File: config.mk
export PLATFORM = sky130hd
export DESIGN_NAME = owb_triplet_engine
export DESIGN_NICKNAME = d
export VERILOG_FILES = /design/src/rtl/owb_trip_pkg.sv /design/src/rtl/owb_trip_decide.sv /design/src/rtl/owb_trip_ackwait.sv /design/src/rtl/owb_trip_seq.sv /design/src/rtl/owb_triplet_engine.sv
export SDC_FILE = /design/constraint.sdc
export NUM_CORES = 1
export LEC_CHECK = 0
export ABC_AREA = 1
export BUFFER_PORTS_ARGS = -buffer_cell sky130_fd_sc_hd__clkbuf_2
export CAP_MARGIN = 15
export CORE_UTILIZATION = 25
export CTS_CLUSTER_SIZE = 24
export DETAILED_ROUTE_END_ITERATION = 8
export PLACE_DENSITY = 0.45
export RECOVER_POWER = 50
export SLEW_MARGIN = 10
export SYNTH_ARGS = -nofsm -noshare
export SYNTH_HDL_FRONTEND = slang
export SYNTH_SLANG_ARGS = --single-unit
export TNS_END_PERCENT = 1
File: constraint.sdc
create_clock -name clk -period 3.25 [get_ports clk]
set_input_delay 0.325 -clock clk [delete_from_list [all_inputs] [get_ports clk]]
set_output_delay 0.325 -clock clk [all_outputs]
set_load 0.005 [all_outputs]
File: src/rtl/owb_trip_pkg.sv
package owb_trip_pkg;

  typedef enum logic [2:0] {
    ST_IDLE,
    ST_RD_ADDR,
    ST_RD_INV,
    ST_WR_DIR,
    ST_FINISH
  } trip_state_e;

  localparam logic [2:0] CODE_NOBODY = 3'b011;

  // nobody answered: both the bit and its complement float high
  function automatic logic nobody_home(input logic a_bit, input logic i_bit);
    return a_bit & i_bit;
  endfunction

  // branch choice: on agreement of the two reads (conflict) take the preference,
  // otherwise follow the address bit
  function automatic logic pick_branch(input logic a_bit, input logic i_bit,
                                       input logic pref);
    return (a_bit == i_bit) ? pref : a_bit;
  endfunction

  function automatic logic [2:0] pack_code(input logic a_bit, input logic i_bit,
                                           input logic pref);
    if (nobody_home(a_bit, i_bit)) return CODE_NOBODY;
    return {pick_branch(a_bit, i_bit, pref), i_bit, a_bit};
  endfunction

endpackage

File: src/rtl/owb_trip_decide.sv
module owb_trip_decide
  import owb_trip_pkg::*;
(
  input  logic       addr_bit,
  input  logic       inv_bit,
  input  logic       pref,
  output logic       branch,
  output logic       empty,
  output logic [2:0] code
);

  always_comb begin
    empty  = nobody_home(addr_bit, inv_bit);
    branch = pick_branch(addr_bit, inv_bit, pref);
    code   = pack_code(addr_bit, inv_bit, pref);
  end

  always_comb begin
    if (!empty) a_r7_code_dir : assert (code[2] == branch);
    if (empty)  a_r3_code_nobody : assert (code == CODE_NOBODY);
  end

endmodule

File: src/rtl/owb_trip_ackwait.sv
module owb_trip_ackwait #(
  parameter int ACK_WAIT = 1000
) (
  input  logic clk,
  input  logic rst_n,
  input  logic waiting,
  input  logic ack,
  output logic expired
);

  localparam int CW = $clog2(ACK_WAIT + 1);
  localparam logic [CW-1:0] LAST = CW'(ACK_WAIT - 1);

  logic [CW-1:0] cnt_q;

  always_ff @(posedge clk) begin
    if (!rst_n)               cnt_q <= '0;
    else if (!waiting || ack) cnt_q <= '0;
    else if (cnt_q != LAST)   cnt_q <= cnt_q + 1'b1;
  end

  assign expired = waiting && !ack && (cnt_q == LAST);

  a_r8_cnt_bound : assert property (@(posedge clk) disable iff (!rst_n)
    cnt_q <= LAST);

  a_r8_idle_clear : assert property (@(posedge clk) disable iff (!rst_n)
    !waiting |=> (cnt_q == '0));

endmodule

File: src/rtl/owb_trip_seq.sv
module owb_trip_seq
  import owb_trip_pkg::*;
#(
  parameter int RDATA_W = 8
) (
  input  logic               clk,
  input  logic               rst_n,
  input  logic               start_i,
  input  logic               dir_pref_i,
  input  logic               slot_ack_i,
  input  logic [RDATA_W-1:0] slot_rdata_i,
  input  logic               expired,
  input  logic               dec_branch,
  input  logic               dec_empty,
  input  logic [2:0]         dec_code,
  output logic               addr_q,
  output logic               pref_q,
  output logic               sample_bit,
  output logic               busy_o,
  output logic               done_o,
  output logic [2:0]         result_o,
  output logic               err_o,
  output logic               slot_req_o,
  output logic               slot_wr_o,
  output logic               slot_wbit_o
);

  trip_state_e st_q, st_d;
  logic        dir_q;
  logic [2:0]  res_q;
  logic        err_q;

  // named events
  logic ev_accept, ev_addr_cap, ev_inv_cap, ev_wr_done, ev_abort;

  assign sample_bit  = slot_rdata_i[0];
  assign slot_req_o  = (st_q == ST_RD_ADDR) || (st_q == ST_RD_INV) || (st_q == ST_WR_DIR);
  assign slot_wr_o   = (st_q == ST_WR_DIR);
  assign slot_wbit_o = (st_q == ST_WR_DIR) & dir_q;
  assign busy_o      = (st_q != ST_IDLE);
  assign done_o      = (st_q == ST_FINISH);
  assign result_o    = res_q;
  assign err_o       = err_q;

  assign ev_accept   = (st_q == ST_IDLE) && start_i;
  assign ev_abort    = slot_req_o && expired;
  assign ev_addr_cap = (st_q == ST_RD_ADDR) && slot_ack_i;
  assign ev_inv_cap  = (st_q == ST_RD_INV) && slot_ack_i;
  assign ev_wr_done  = (st_q == ST_WR_DIR) && slot_ack_i;

  always_comb begin
    st_d = st_q;
    if (ev_abort) st_d = ST_FINISH;
    else begin
      unique case (st_q)
        ST_IDLE:    if (start_i) st_d = ST_RD_ADDR;
        ST_RD_ADDR: if (slot_ack_i) st_d = ST_RD_INV;
        ST_RD_INV:  if (slot_ack_i) st_d = dec_empty ? ST_FINISH : ST_WR_DIR;
        ST_WR_DIR:  if (slot_ack_i) st_d = ST_FINISH;
        ST_FINISH:  st_d = ST_IDLE;
        default:    st_d = ST_IDLE;
      endcase
    end
  end

  always_ff @(posedge clk) begin
    if (!rst_n) begin
      st_q   <= ST_IDLE;
      addr_q <= 1'b0;
      pref_q <= 1'b0;
      dir_q  <= 1'b0;
      res_q  <= 3'b000;
      err_q  <= 1'b0;
    end else begin
      st_q <= st_d;
      if (ev_accept) begin
        pref_q <= dir_pref_i;
        err_q  <= 1'b0;
        res_q  <= 3'b000;
      end
      if (ev_abort) begin
        res_q <= CODE_NOBODY;
        err_q <= 1'b1;
      end else begin
        if (ev_addr_cap) addr_q <= sample_bit;
        if (ev_inv_cap) begin
          dir_q <= dec_branch;
          res_q <= dec_code;
        end
      end
    end
  end

  a_r2_req_hold : assert property (@(posedge clk) disable iff (!rst_n)
    (slot_req_o && !slot_ack_i && !expired) |=> (slot_req_o && $stable(slot_wr_o)));

  a_r2_write_last : assert property (@(posedge clk) disable iff (!rst_n)
    ev_wr_done |=> !slot_req_o);

  a_r3_no_write : assert property (@(posedge clk) disable iff (!rst_n)
    (ev_inv_cap && dec_empty) |=> !slot_req_o);

  a_r8_abort_end : assert property (@(posedge clk) disable iff (!rst_n)
    ev_abort |=> (done_o && err_o && (result_o == CODE_NOBODY)));

  a_r9_start_only_idle : assert property (@(posedge clk) disable iff (!rst_n)
    $rose(busy_o) |-> $past(start_i));

  a_r10_done_single : assert property (@(posedge clk) disable iff (!rst_n)
    done_o |=> (!done_o && !busy_o));

  a_r10_hold : assert property (@(posedge clk) disable iff (!rst_n)
    (!busy_o && !start_i) |=> ($stable(result_o) && $stable(err_o)));

endmodule

File: src/rtl/owb_triplet_engine.sv
module owb_triplet_engine #(
  parameter int ACK_WAIT = 1000,
  parameter int RDATA_W  = 8
) (
  input  logic               clk,
  input  logic               rst_n,
  input  logic               start_i,
  input  logic               dir_pref_i,
  output logic               busy_o,
  output logic               done_o,
  output logic [2:0]         result_o,
  output logic               err_o,
  output logic               slot_req_o,
  output logic               slot_wr_o,
  output logic               slot_wbit_o,
  input  logic               slot_ack_i,
  input  logic [RDATA_W-1:0] slot_rdata_i
);

  logic       expired;
  logic       dec_branch, dec_empty;
  logic [2:0] dec_code;
  logic       addr_q, pref_q, sample_bit;

  owb_trip_seq #(.RDATA_W(RDATA_W)) u_seq (
    .clk          (clk),
    .rst_n        (rst_n),
    .start_i      (start_i),
    .dir_pref_i   (dir_pref_i),
    .slot_ack_i   (slot_ack_i),
    .slot_rdata_i (slot_rdata_i),
    .expired      (expired),
    .dec_branch   (dec_branch),
    .dec_empty    (dec_empty),
    .dec_code     (dec_code),
    .addr_q       (addr_q),
    .pref_q       (pref_q),
    .sample_bit   (sample_bit),
    .busy_o       (busy_o),
    .done_o       (done_o),
    .result_o     (result_o),
    .err_o        (err_o),
    .slot_req_o   (slot_req_o),
    .slot_wr_o    (slot_wr_o),
    .slot_wbit_o  (slot_wbit_o)
  );

  owb_trip_decide u_dec (
    .addr_bit (addr_q),
    .inv_bit  (sample_bit),
    .pref     (pref_q),
    .branch   (dec_branch),
    .empty    (dec_empty),
    .code     (dec_code)
  );

  owb_trip_ackwait #(.ACK_WAIT(ACK_WAIT)) u_wait (
    .clk     (clk),
    .rst_n   (rst_n),
    .waiting (slot_req_o),
    .ack     (slot_ack_i),
    .expired (expired)
  );

  a_r7_wbit_matches : assert property (@(posedge clk) disable iff (!rst_n)
    (done_o && !err_o && (result_o != 3'b011)) |-> ($past(slot_wbit_o) == result_o[2]));

endmodule

==> impl_metrics.json, run 1 <==
{
  "grt_max_degree": 12,
  "setup_tns_ns": 0,
  "yosys_warnings": 0,
  "whs_ns": 0.342,
  "p_leak_nw": 0.501,
  "dp_cells": 213,
  "cp_data_arrival_time_ns": 1.79,
  "grt_busiest_layer": "met2",
  "clockBufferDepth": 2,
  "startpoint_type": "flip-flop",
  "port_buffers": 14,
  "nets": 183,
  "drv_cap": 0,
  "clock-sinks": 20,
  "antenna_found_initial": 0,
  "synthAdderAreaFrac_pct": 2.39,
  "design_area_sq_um": 1200,
  "netlist_top_cells_count": "nand2_1 (29), dfxtp_1 (20), inv_1 (19), nor2_1 (17), a21oi_1 (11)",
  "dieWidth_microns": 66.7,
  "p_per_area_nw_per_um2": 614,
  "grt_usage_pct": 11.6,
  "use_met3_pct": 4.11,
  "cts.clk_slew.worst_paths_ns": 0.07,
  "cp-end-kind": "flip-flop",
  "die_area_sq_um": 4450,
  "hold_path_class": "in -> reg",
  "synth_simple_gate_area_share_pct": 38.8,
  "io_pins": 22,
  "synthCells": 149,
  "wl_mm": 2.21,
  "cts_tree": "built",
  "rsz0062_at_grt": "false",
  "worstPathMaxFanout": 6,
  "synth_xor_area_share_pct": 1.67,
  "drc": 0,
  "postRouteAntennaNets": 0,
  "status": "completed",
  "max-vdd-ir-drop_uv": 273,
  "clock-root-buffer": "clkbuf_8",
  "core_region_area_sq_um": 4000,
  "grt_pass1_wl_mm": 3.94,
  "synth.area.top_cells": "dfxtp_1 (38%), nand2_1 (10%), inv_1 (6.8%)",
  "yosysSeqAreaShare_pct": 38.3,
  "htreeDepth": 1,
  "critPathRequiredTime_ns": 3.41,
  "maxSlewViolCount": 0,
  "finalHoldViolCount": 0,
  "synthDistinctLibCells": 25,
  "cts_resized": 0,
  "setup_viol": 0,
  "first_global_vias": 913,
  "drt_iter0_drc": 27,
  "dr.pass1.iters": 4,
  "synth_top_family_by_area": "simple AND/OR/NAND/NOR gates",
  "drive_above_1_share_pct": 16.2,
  "syn_nets": 164,
  "synth-seq-cells": 20,
  "antennaDiodeCount": 0,
  "synth_edf_count": 0,
  "synth_compound_area_share_pct": 11.0,
  "worst_clock_skew_ns": 0.00169,
  "syn2layout_area_growth_pct": 14.5,
  "routabilityCongestion": 0.835,
  "num_rows": 23,
  "synth_top_area_share_pct": 38.3,
  "start_util_pct": 26.1,
  "synth.most_common_cell": "nand2_1",
  "overflow": 0,
  "final_util_pct": 29.9,
  "drt-vias-per-instance": 4.45,
  "clk_latency_ns": 0.26,
  "timing.slew.headroom_pct": 74.0,
  "period_needed_ns": 1.63,
  "synthMuxAreaShare_pct": 0,
  "cts_buffers": 3,
  "met1_usage_pct": 13.6,
  "dp.final_hpwl_mm": 1.73,
  "crit_type": "reg -> reg",
  "yosysTopAreaCell": "dfxtp_1",
  "use_met2_pct": 20.3,
  "tightest_slew_ns": 0.388,
  "clock.fmax_mhz": 614,
  "synthFlopType": "dfxtp_1",
  "timing.final.crit_share_pct": 50.1,
  "ctsHoldBuffers": 0,
  "synthArstFlopShare_pct": 0,
  "synth_area_sq_um": 1050,
  "die_h_microns": 66.7,
  "postCtsSetupBuffers": 0,
  "final-instance-count-excl-fill": 217,
  "wl_per_cell_microns": 10.2,
  "placed_area_sq_um": 1180,
  "vias": 965,
  "avgSynthCellArea_sq_um": 7.02
}
[layout by cell type (no fill, tap or decap), types with 3 or more instances in the layout]
cell      count
a21oi_1      11
clkbuf_1      3
clkbuf_2     11
clkbuf_8      4
dfxtp_1      20
inv_1        19
inv_2         3
nand2_1      30
nand2_2       3
nand3_1      14
nor2_1       19
nor2_2        3
nor3_1        4
o21ai_0       7
[sequential cells by signal, summed over array words and instances (netlist names)]
signal and flops:
u_seq.addr_q 1, u_seq.dir_q 1, u_seq.err_o 1, u_seq.pref_q 1, u_seq.result_o 3, u_seq.st_q 3
u_wait.cnt_q 10
[critical path, cell delays in order (launching register included)]
cell and delay [ns]:
dfxtp_1 0.38, ha_1 0.23, nand2_1 0.07, nor2_1 0.14
nand3_1 0.25, nor2_4 0.22, nor2_2 0.08, and2_1 0.16
[kinds of logic after synthesis]
logic type                 after synthesis
buffers and inverters                   22
xor gates and xnor gates                 2
adders and majority gates                2
DFF                                     20
and+or+nand+nor                         81
AOI/OAI and AO/OA                       22
[stage by stage]
stage | worst slack, ns | power [mW]
4_1_cts | 1.72 | 0.758
2_1_floorplan | 1.96 | 0.492
5_1_grt | 1.52 | 0.796
3_3_place_gp | 1.79 | 0.563
6_report | 1.62 | 0.735
3_5_place_dp | 1.77 | 0.563
[routing by layer]
layer | part of all wire (%) | vias to the layer above | wire (microns)
li1 | - | 513 | -
met1 | 45 | 434 | 1000
met2 | 51 | 18 | 1130
met3 | 3.4 | 0 | 76
met4 | 0 | 0 | 0
met5 | 0 | - | 0
[power breakdown]
group	switching (mW)	internal, mW
sequential	0.0256	0.270
combinational	0.162	0.0868
clock	0.0831	0.108
total	0.271	0.464
[path summary, 6_finish.rpt]
path	startpoint	endpoint	slack (ns)	cells past startpoint
min	rst_n	u_seq.pref_q	0.34	3
min reg2reg	u_seq.pref_q	u_seq.pref_q	0.45	2
max	u_wait.cnt_q[0]	u_seq.result_o[2]	1.62	7
max reg2reg	u_wait.cnt_q[0]	u_seq.result_o[2]	1.62	7
[cell type report]
cell class	instances	area, sq um
inverters	22	82.6
clock buffers	4	55.1
repair buffers	14	66.3
fillers	448	2800
multi-input cells	107	531
well taps	50	62.6
flip-flops and latches	20	400
(Power assumes the default switching activity.)
==> run 2: changes to the inputs <==
--- a/config.mk
+++ b/config.mk
@@ -5,13 +5,13 @@
 export SDC_FILE = /design/constraint.sdc
 export NUM_CORES = 1
 export LEC_CHECK = 0
-export ABC_AREA = 1
+export ABC_AREA = 0
 export BUFFER_PORTS_ARGS = -buffer_cell sky130_fd_sc_hd__clkbuf_2
 export CAP_MARGIN = 15
 export CORE_UTILIZATION = 25
 export CTS_CLUSTER_SIZE = 24
 export DETAILED_ROUTE_END_ITERATION = 8
-export PLACE_DENSITY = 0.45
+export PLACE_DENSITY = 0.47
 export RECOVER_POWER = 50
 export SLEW_MARGIN = 10
 export SYNTH_ARGS = -nofsm -noshare
==> constraint.sdc (replaced) <==
create_clock -name clk -period 1.38 [get_ports clk]
set_input_delay 0.138 -clock clk [delete_from_list [all_inputs] [get_ports clk]]
set_output_delay 0.138 -clock clk [all_outputs]
set_load 0.005 [all_outputs]
==> run 2 against run 1 <==
The flow now finishes with violations (DRC, setup timing). Register-to-register slack got worse by 1.6 ns. Non-clock buffer count rose by 13. Synthesized cell count fell by 28%. Via count fell by 12%. Critical path type unchanged. Largest power group unchanged.
==> impl_metrics.json, run 2 <==
{
  "violations": "DRC, setup timing",
  "antenna_found_initial": 0,
  "max-vdd-ir-drop_uv": 327,
  "largest_reg_flops": 10,
  "p_leak_nw": 0.480,
  "setup_viol": 1,
  "synthFlopType": "dfxtp_1",
  "dr.pass1.iters": 6,
  "dp.final_hpwl_mm": 1.53,
  "place_ws_ns": -0.123,
  "worstPathMaxFanout": 4,
  "drt-vias-per-instance": 4.57,
  "dieWidth_microns": 63.6,
  "ctsHoldBuffers": 0,
  "antennaDiodeCount": 0,
  "netlist_top_cells_count": "dfxtp_1 (20), nor2_1 (14), nand2_1 (11), o21ai_0 (6), nand3_1 (5)",
  "tightest_slew_ns": 0.335,
  "yosysTopAreaCell": "dfxtp_1",
  "routabilityCongestion": 0.758,
  "crit_type": "reg -> reg",
  "synthArstFlopShare_pct": 0,
  "critPathRequiredTime_ns": 1.53,
  "startpoint_type": "flip-flop",
  "grt_usage_pct": 11.9,
  "core_region_area_sq_um": 3660,
  "layout_common_cells": "dfxtp_1 (15), nor2_1 (14), clkbuf_2 (12), buf_4 (12), nand2_1 (10)",
  "wl_mm": 2.15,
  "cpMaxStageDelayCell": "dfxtp_1",
  "clockBufferDepth": 2,
  "clock-sinks": 20,
  "port_buffers": 14,
  "drive_above_1_share_pct": 35.0,
  "maxSlewViolCount": 0,
  "fill_cells": 396,
  "clk_latency_ns": 0.26,
  "largest_register": "u_wait.cnt_q",
  "setup_ws_ns": -0.00824,
  "timing.final.crit_share_pct": 101,
  "status": "finished, violations left",
  "grt_pass1_wl_mm": 3.72,
  "finalHoldViolCount": 0,
  "syn_nets": 123,
  "period_needed_ns": 1.39,
  "cp-end-kind": "flip-flop",
  "overflow": 0,
  "multiInputGateArea_sq_um": 559,
  "clock-root-buffer": "clkbuf_8",
  "cts_tree": "built",
  "drt_iter0_drc": 65,
  "cp_data_arrival_time_ns": 1.54,
  "nets": 153,
  "grt_max_degree": 13,
  "first_global_vias": 823,
  "cts.clk_slew.worst_paths_ns": 0.08,
  "yosysSeqAreaShare_pct": 42.2,
  "drc": 2,
  "postRouteAntennaNets": 0,
  "synthCells": 108,
  "die_h_microns": 63.6,
  "die_area_sq_um": 4050,
  "avgSynthCellArea_sq_um": 8.79,
  "synth-seq-cells": 20,
  "wl_per_cell_microns": 11.6,
  "num_rows": 22,
  "synth_area_sq_um": 950,
  "regArea_sq_um": 407,
  "cp_cell_sequence": "nand3_2, nor4_4, buf_4, mux2i_1, nor2_2",
  "start_util_pct": 25.9,
  "layout_commonest_cell": "dfxtp_1",
  "synth.area.top_cells": "dfxtp_1 (42%), nor2_1 (5.5%), nand2_1 (4.3%)",
  "io_pins": 22,
  "yosys_warnings": 0,
  "synthDistinctLibCells": 36,
  "timing.slew.headroom_pct": 77.5,
  "vias": 845,
  "synth_edf_count": 0,
  "hold_path_class": "in -> reg",
  "drv_cap": 0,
  "cts_buffers": 3,
  "htreeDepth": 1,
  "fin_total_pwr_mw": 1.32,
  "rsz0062_at_grt": "true",
  "clock.fmax_mhz": 720,
  "synth_top_area_share_pct": 42.2,
  "syn2layout_area_growth_pct": 35.3,
  "worst_clock_skew_ns": 0.00427,
  "max_stage_delay_ns": 0.38,
  "p_per_area_nw_per_um2": 1030,
  "synth.most_common_cell": "dfxtp_1"
}
## run 2: cell types whose count changed after synthesis, sizes merged, moves of 3 or more
cell   previous run  this run
a21oi            11         4
nor2             24        15
nand3            14         5
o21ai             9         6
inv              22         4
nand2            33        12
xor2              1         4
xnor2             1         4
## run 2: what timing repair did
item,4_1_cts,5_1_grt
gates resized for setup,4,8
pin swaps,1,3
setup endpoints to repair,11,13
setup buffers,1,0
## run 2: power by group
part	internal (mW)	leakage, nW	switching [mW]
combinational	0.0595	0.281	0.0676
sequential	0.590	0.164	0.0120
clock	0.387	0.0357	0.205
## run 2: worst paths after layout
path                        start              end  slack (ns)  cells past startpoint
setup reg to reg  u_wait.cnt_q[7]  u_wait.cnt_q[1]      -0.008                      5
hold / removal         dir_pref_i     u_seq.pref_q        0.10                      3
hold reg to reg      u_seq.pref_q     u_seq.pref_q        0.46                      2
setup / recovery  u_wait.cnt_q[7]  u_wait.cnt_q[1]      -0.008                      5
## run 2: critical path, delay by kind of cell (launching register included)
family	cells	cell delay (ns)
buf+inv	1	0.19
mux	1	0.21
flops	1	0.38
simple gates	3	0.51
## run 2: cell type report
type | count | area share (%)
Sequential cell | 20 | 31.6
Clock buffer | 3 | 3.21
Timing Repair Buffer | 27 | 13.1
Inverter | 5 | 1.46
Clock inverter | 1 | 2.34
Tap cell | 48 | 4.67
Multi-Input combinational cell | 81 | 43.5
## run 2: routing by layer
metal	GRT usage, %	vias to the layer above	part of all wire (%)	routed length, microns
met1	15.5	397	49	1050
met2	18.5	11	47	1020
li1	-	433	-	-
met4	6.82	0	2.0	42
met3	1.99	4	1.7	37
met5	0	-	0	0
## run 2: cell families (layout without fill, tap and decap cells)
logic type	count (synthesis)	after routing	share of synthesized area (%)
and+or+nand+nor	51	51	30.2
DFF	20	20	42.2
AOI/OAI and AO/OA	17	17	11.5
xor gates and xnor gates	8	8	7.38
buffers and inverters	7	36	2.90
muxes	3	3	3.29
adders and majority gates	2	2	2.63
## run 2: per-stage QoR
stage	instances	instance area [sq um]	hold slack, ns	util, %	TNS (ns)
final	185	1280	0.105	35.1	-0.00824
after global routing	185	1280	0.122	35.1	-0.336
after CTS	185	1270	0.0981	34.6	-0.00604
after detailed placement	180	1180	0.386	32.1	-0.662
after global placement	180	1180	0.377	32.1	-0.508
after floorplan	108	965	0.284	-	-0.448
==> run 3: changes to the inputs <==
--- a/config.mk
+++ b/config.mk
@@ -8,11 +8,13 @@
 export ABC_AREA = 0
 export BUFFER_PORTS_ARGS = -buffer_cell sky130_fd_sc_hd__clkbuf_2
 export CAP_MARGIN = 15
+export CORE_MARGIN = 2
 export CORE_UTILIZATION = 25
 export CTS_CLUSTER_SIZE = 24
 export DETAILED_ROUTE_END_ITERATION = 8
 export PLACE_DENSITY = 0.47
 export RECOVER_POWER = 50
+export SETUP_SLACK_MARGIN = 0.2
 export SLEW_MARGIN = 10
 export SYNTH_ARGS = -nofsm -noshare
 export SYNTH_HDL_FRONTEND = slang
==> run 3 against run 2 <==
The run now ends clean. Clock skew is 0.00050 ns lower. Clock power is 27% lower. Cell area is 1.5% higher. Global-route usage is 1.8 points lower. Largest power group unchanged. Highest routed layer unchanged.
==> impl_metrics.json, run 3 (same netlist as run 2, synthesis figures left out) <==
{
  "rsz0062_at_grt": "true",
  "dieWidth_microns": 65.6,
  "first_global_vias": 786,
  "dr.pass1.iters": 4,
  "setup_viol": 0,
  "vias": 833,
  "place_ws_ns": -0.113,
  "drive_above_1_share_pct": 36.5,
  "clk_latency_ns": 0.25,
  "ctsHoldBuffers": 0,
  "multiInputGateArea_sq_um": 591,
  "fin_total_pwr_mw": 1.17,
  "drc": 0,
  "clock-root-buffer": "clkbuf_8",
  "drt_iter0_drc": 15,
  "drv_cap": 0,
  "startpoint_type": "flip-flop",
  "drt-vias-per-instance": 4.50,
  "timing.slew.headroom_pct": 80.0,
  "antennaDiodeCount": 0,
  "core_region_area_sq_um": 3660,
  "cp_data_arrival_time_ns": 1.49,
  "io_pins": 22,
  "clockBufferDepth": 2,
  "num_rows": 22,
  "p_leak_nw": 0.489,
  "largest_reg_flops": 10,
  "tightest_slew_ns": 0.297,
  "critPathRequiredTime_ns": 1.53,
  "largest_register": "u_wait.cnt_q",
  "layout_commonest_cell": "dfxtp_1",
  "grt_pass1_wl_mm": 3.44,
  "overflow": 0,
  "finalHoldViolCount": 0,
  "cpMaxStageDelayCell": "dfxtp_2",
  "worstPathMaxFanout": 6,
  "cp-end-kind": "flip-flop",
  "wl_mm": 2.02,
  "p_per_area_nw_per_um2": 901,
  "dp.final_hpwl_mm": 1.49,
  "port_buffers": 14,
  "period_needed_ns": 1.35,
  "routabilityCongestion": 0.774,
  "maxSlewViolCount": 0,
  "max_stage_delay_ns": 0.35,
  "cts.clk_slew.worst_paths_ns": 0.07,
  "grt_usage_pct": 10.1,
  "regArea_sq_um": 407,
  "crit_type": "reg -> reg",
  "worst_clock_skew_ns": 0.00377,
  "antenna_found_initial": 0,
  "cts_tree": "built",
  "start_util_pct": 25.9,
  "grt_max_degree": 12,
  "layout_common_cells": "dfxtp_1 (15), nor2_1 (14), clkbuf_2 (12)",
  "htreeDepth": 1,
  "clock-sinks": 20,
  "fill_cells": 366,
  "clock.fmax_mhz": 743,
  "hold_path_class": "in -> reg",
  "max-vdd-ir-drop_uv": 388,
  "nets": 153,
  "wl_per_cell_microns": 10.9,
  "syn2layout_area_growth_pct": 37.3,
  "setup_ws_ns": 0.0350,
  "cp_cell_sequence": "ha_4, nand4b_1, nor4_4, buf_6, mux2i_2, nor2_2",
  "die_area_sq_um": 4310,
  "die_h_microns": 65.6,
  "postRouteAntennaNets": 0,
  "timing.final.crit_share_pct": 97.5,
  "status": "completed",
  "cts_buffers": 3
}
-- run 3: changes by cell type in the layout (fill, tap and decap cells not counted), sizes merged --
cell,delta
bufinv,-1
clkbuf,+1
-- run 3: cell type report --
cell class	count	area share (%)
clock buffer	4	4.22
inverter	5	1.44
multi-input combinational	81	45.3
sequential	20	31.2
tap	48	4.61
timing repair buffer	27	13.2
-- run 3: path summary, 6_finish.rpt --
kind	end	from	slack [ns]	cells past startpoint
worst max-delay path	u_wait.cnt_q[1]	u_wait.cnt_q[0]	0.03	6
worst min-delay path	u_seq.pref_q	dir_pref_i	0.11	3
worst max register to register	u_wait.cnt_q[1]	u_wait.cnt_q[0]	0.03	6
worst min register to register	u_seq.pref_q	u_seq.pref_q	0.46	2
-- run 3: power breakdown --
part | internal, mW | leakage (nW) | switching, mW
clock network | 0.253 | 0.0288 | 0.179
registers | 0.590 | 0.164 | 0.0130
logic | 0.0656 | 0.296 | 0.0734
total | 0.909 | 0.489 | 0.265
-- run 3: worst max-delay path, delay by kind of cell (launching register included) --
kind / cells / cell delay (ns)
multiplexers: 1 / 0.23
adder cells (fa/ha/maj): 1 / 0.13
AND/OR/NAND/NOR: 3 / 0.35
buffers and inverters: 1 / 0.17
flip-flops: 1 / 0.35
-- run 3: metrics by stage --
stage                     hold WS, ns  instance area, sq um  setup TNS (ns)  utilization [%]  instances
after global placement          0.382                  1180          -0.415             32.3        181
after floorplan                 0.284                   965          -0.448                -        108
final                           0.115                  1300               0             35.6        185
after detailed placement        0.387                  1180          -0.534             32.3        181
after CTS                       0.110                  1270               0             34.6        185
after global routing            0.133                  1300          -0.178             35.6        185
-- run 3: repair_timing --
action                     CTS  global route
setup buffers                0             0
resized for setup            9             9
pin swaps                    2             1
setup endpoints to repair   23            23
-- run 3: layer usage --
metal / vias to the layer above / global-route usage, % / part of all wire [%]
li1: 434 / - / -
met1: 391 / 14.0 / 52
met2: 6 / 15.8 / 45
met3: 2 / 1.03 / 1.2
met4: 0 / 4.69 / 1.3
met5: - / 0 / 0
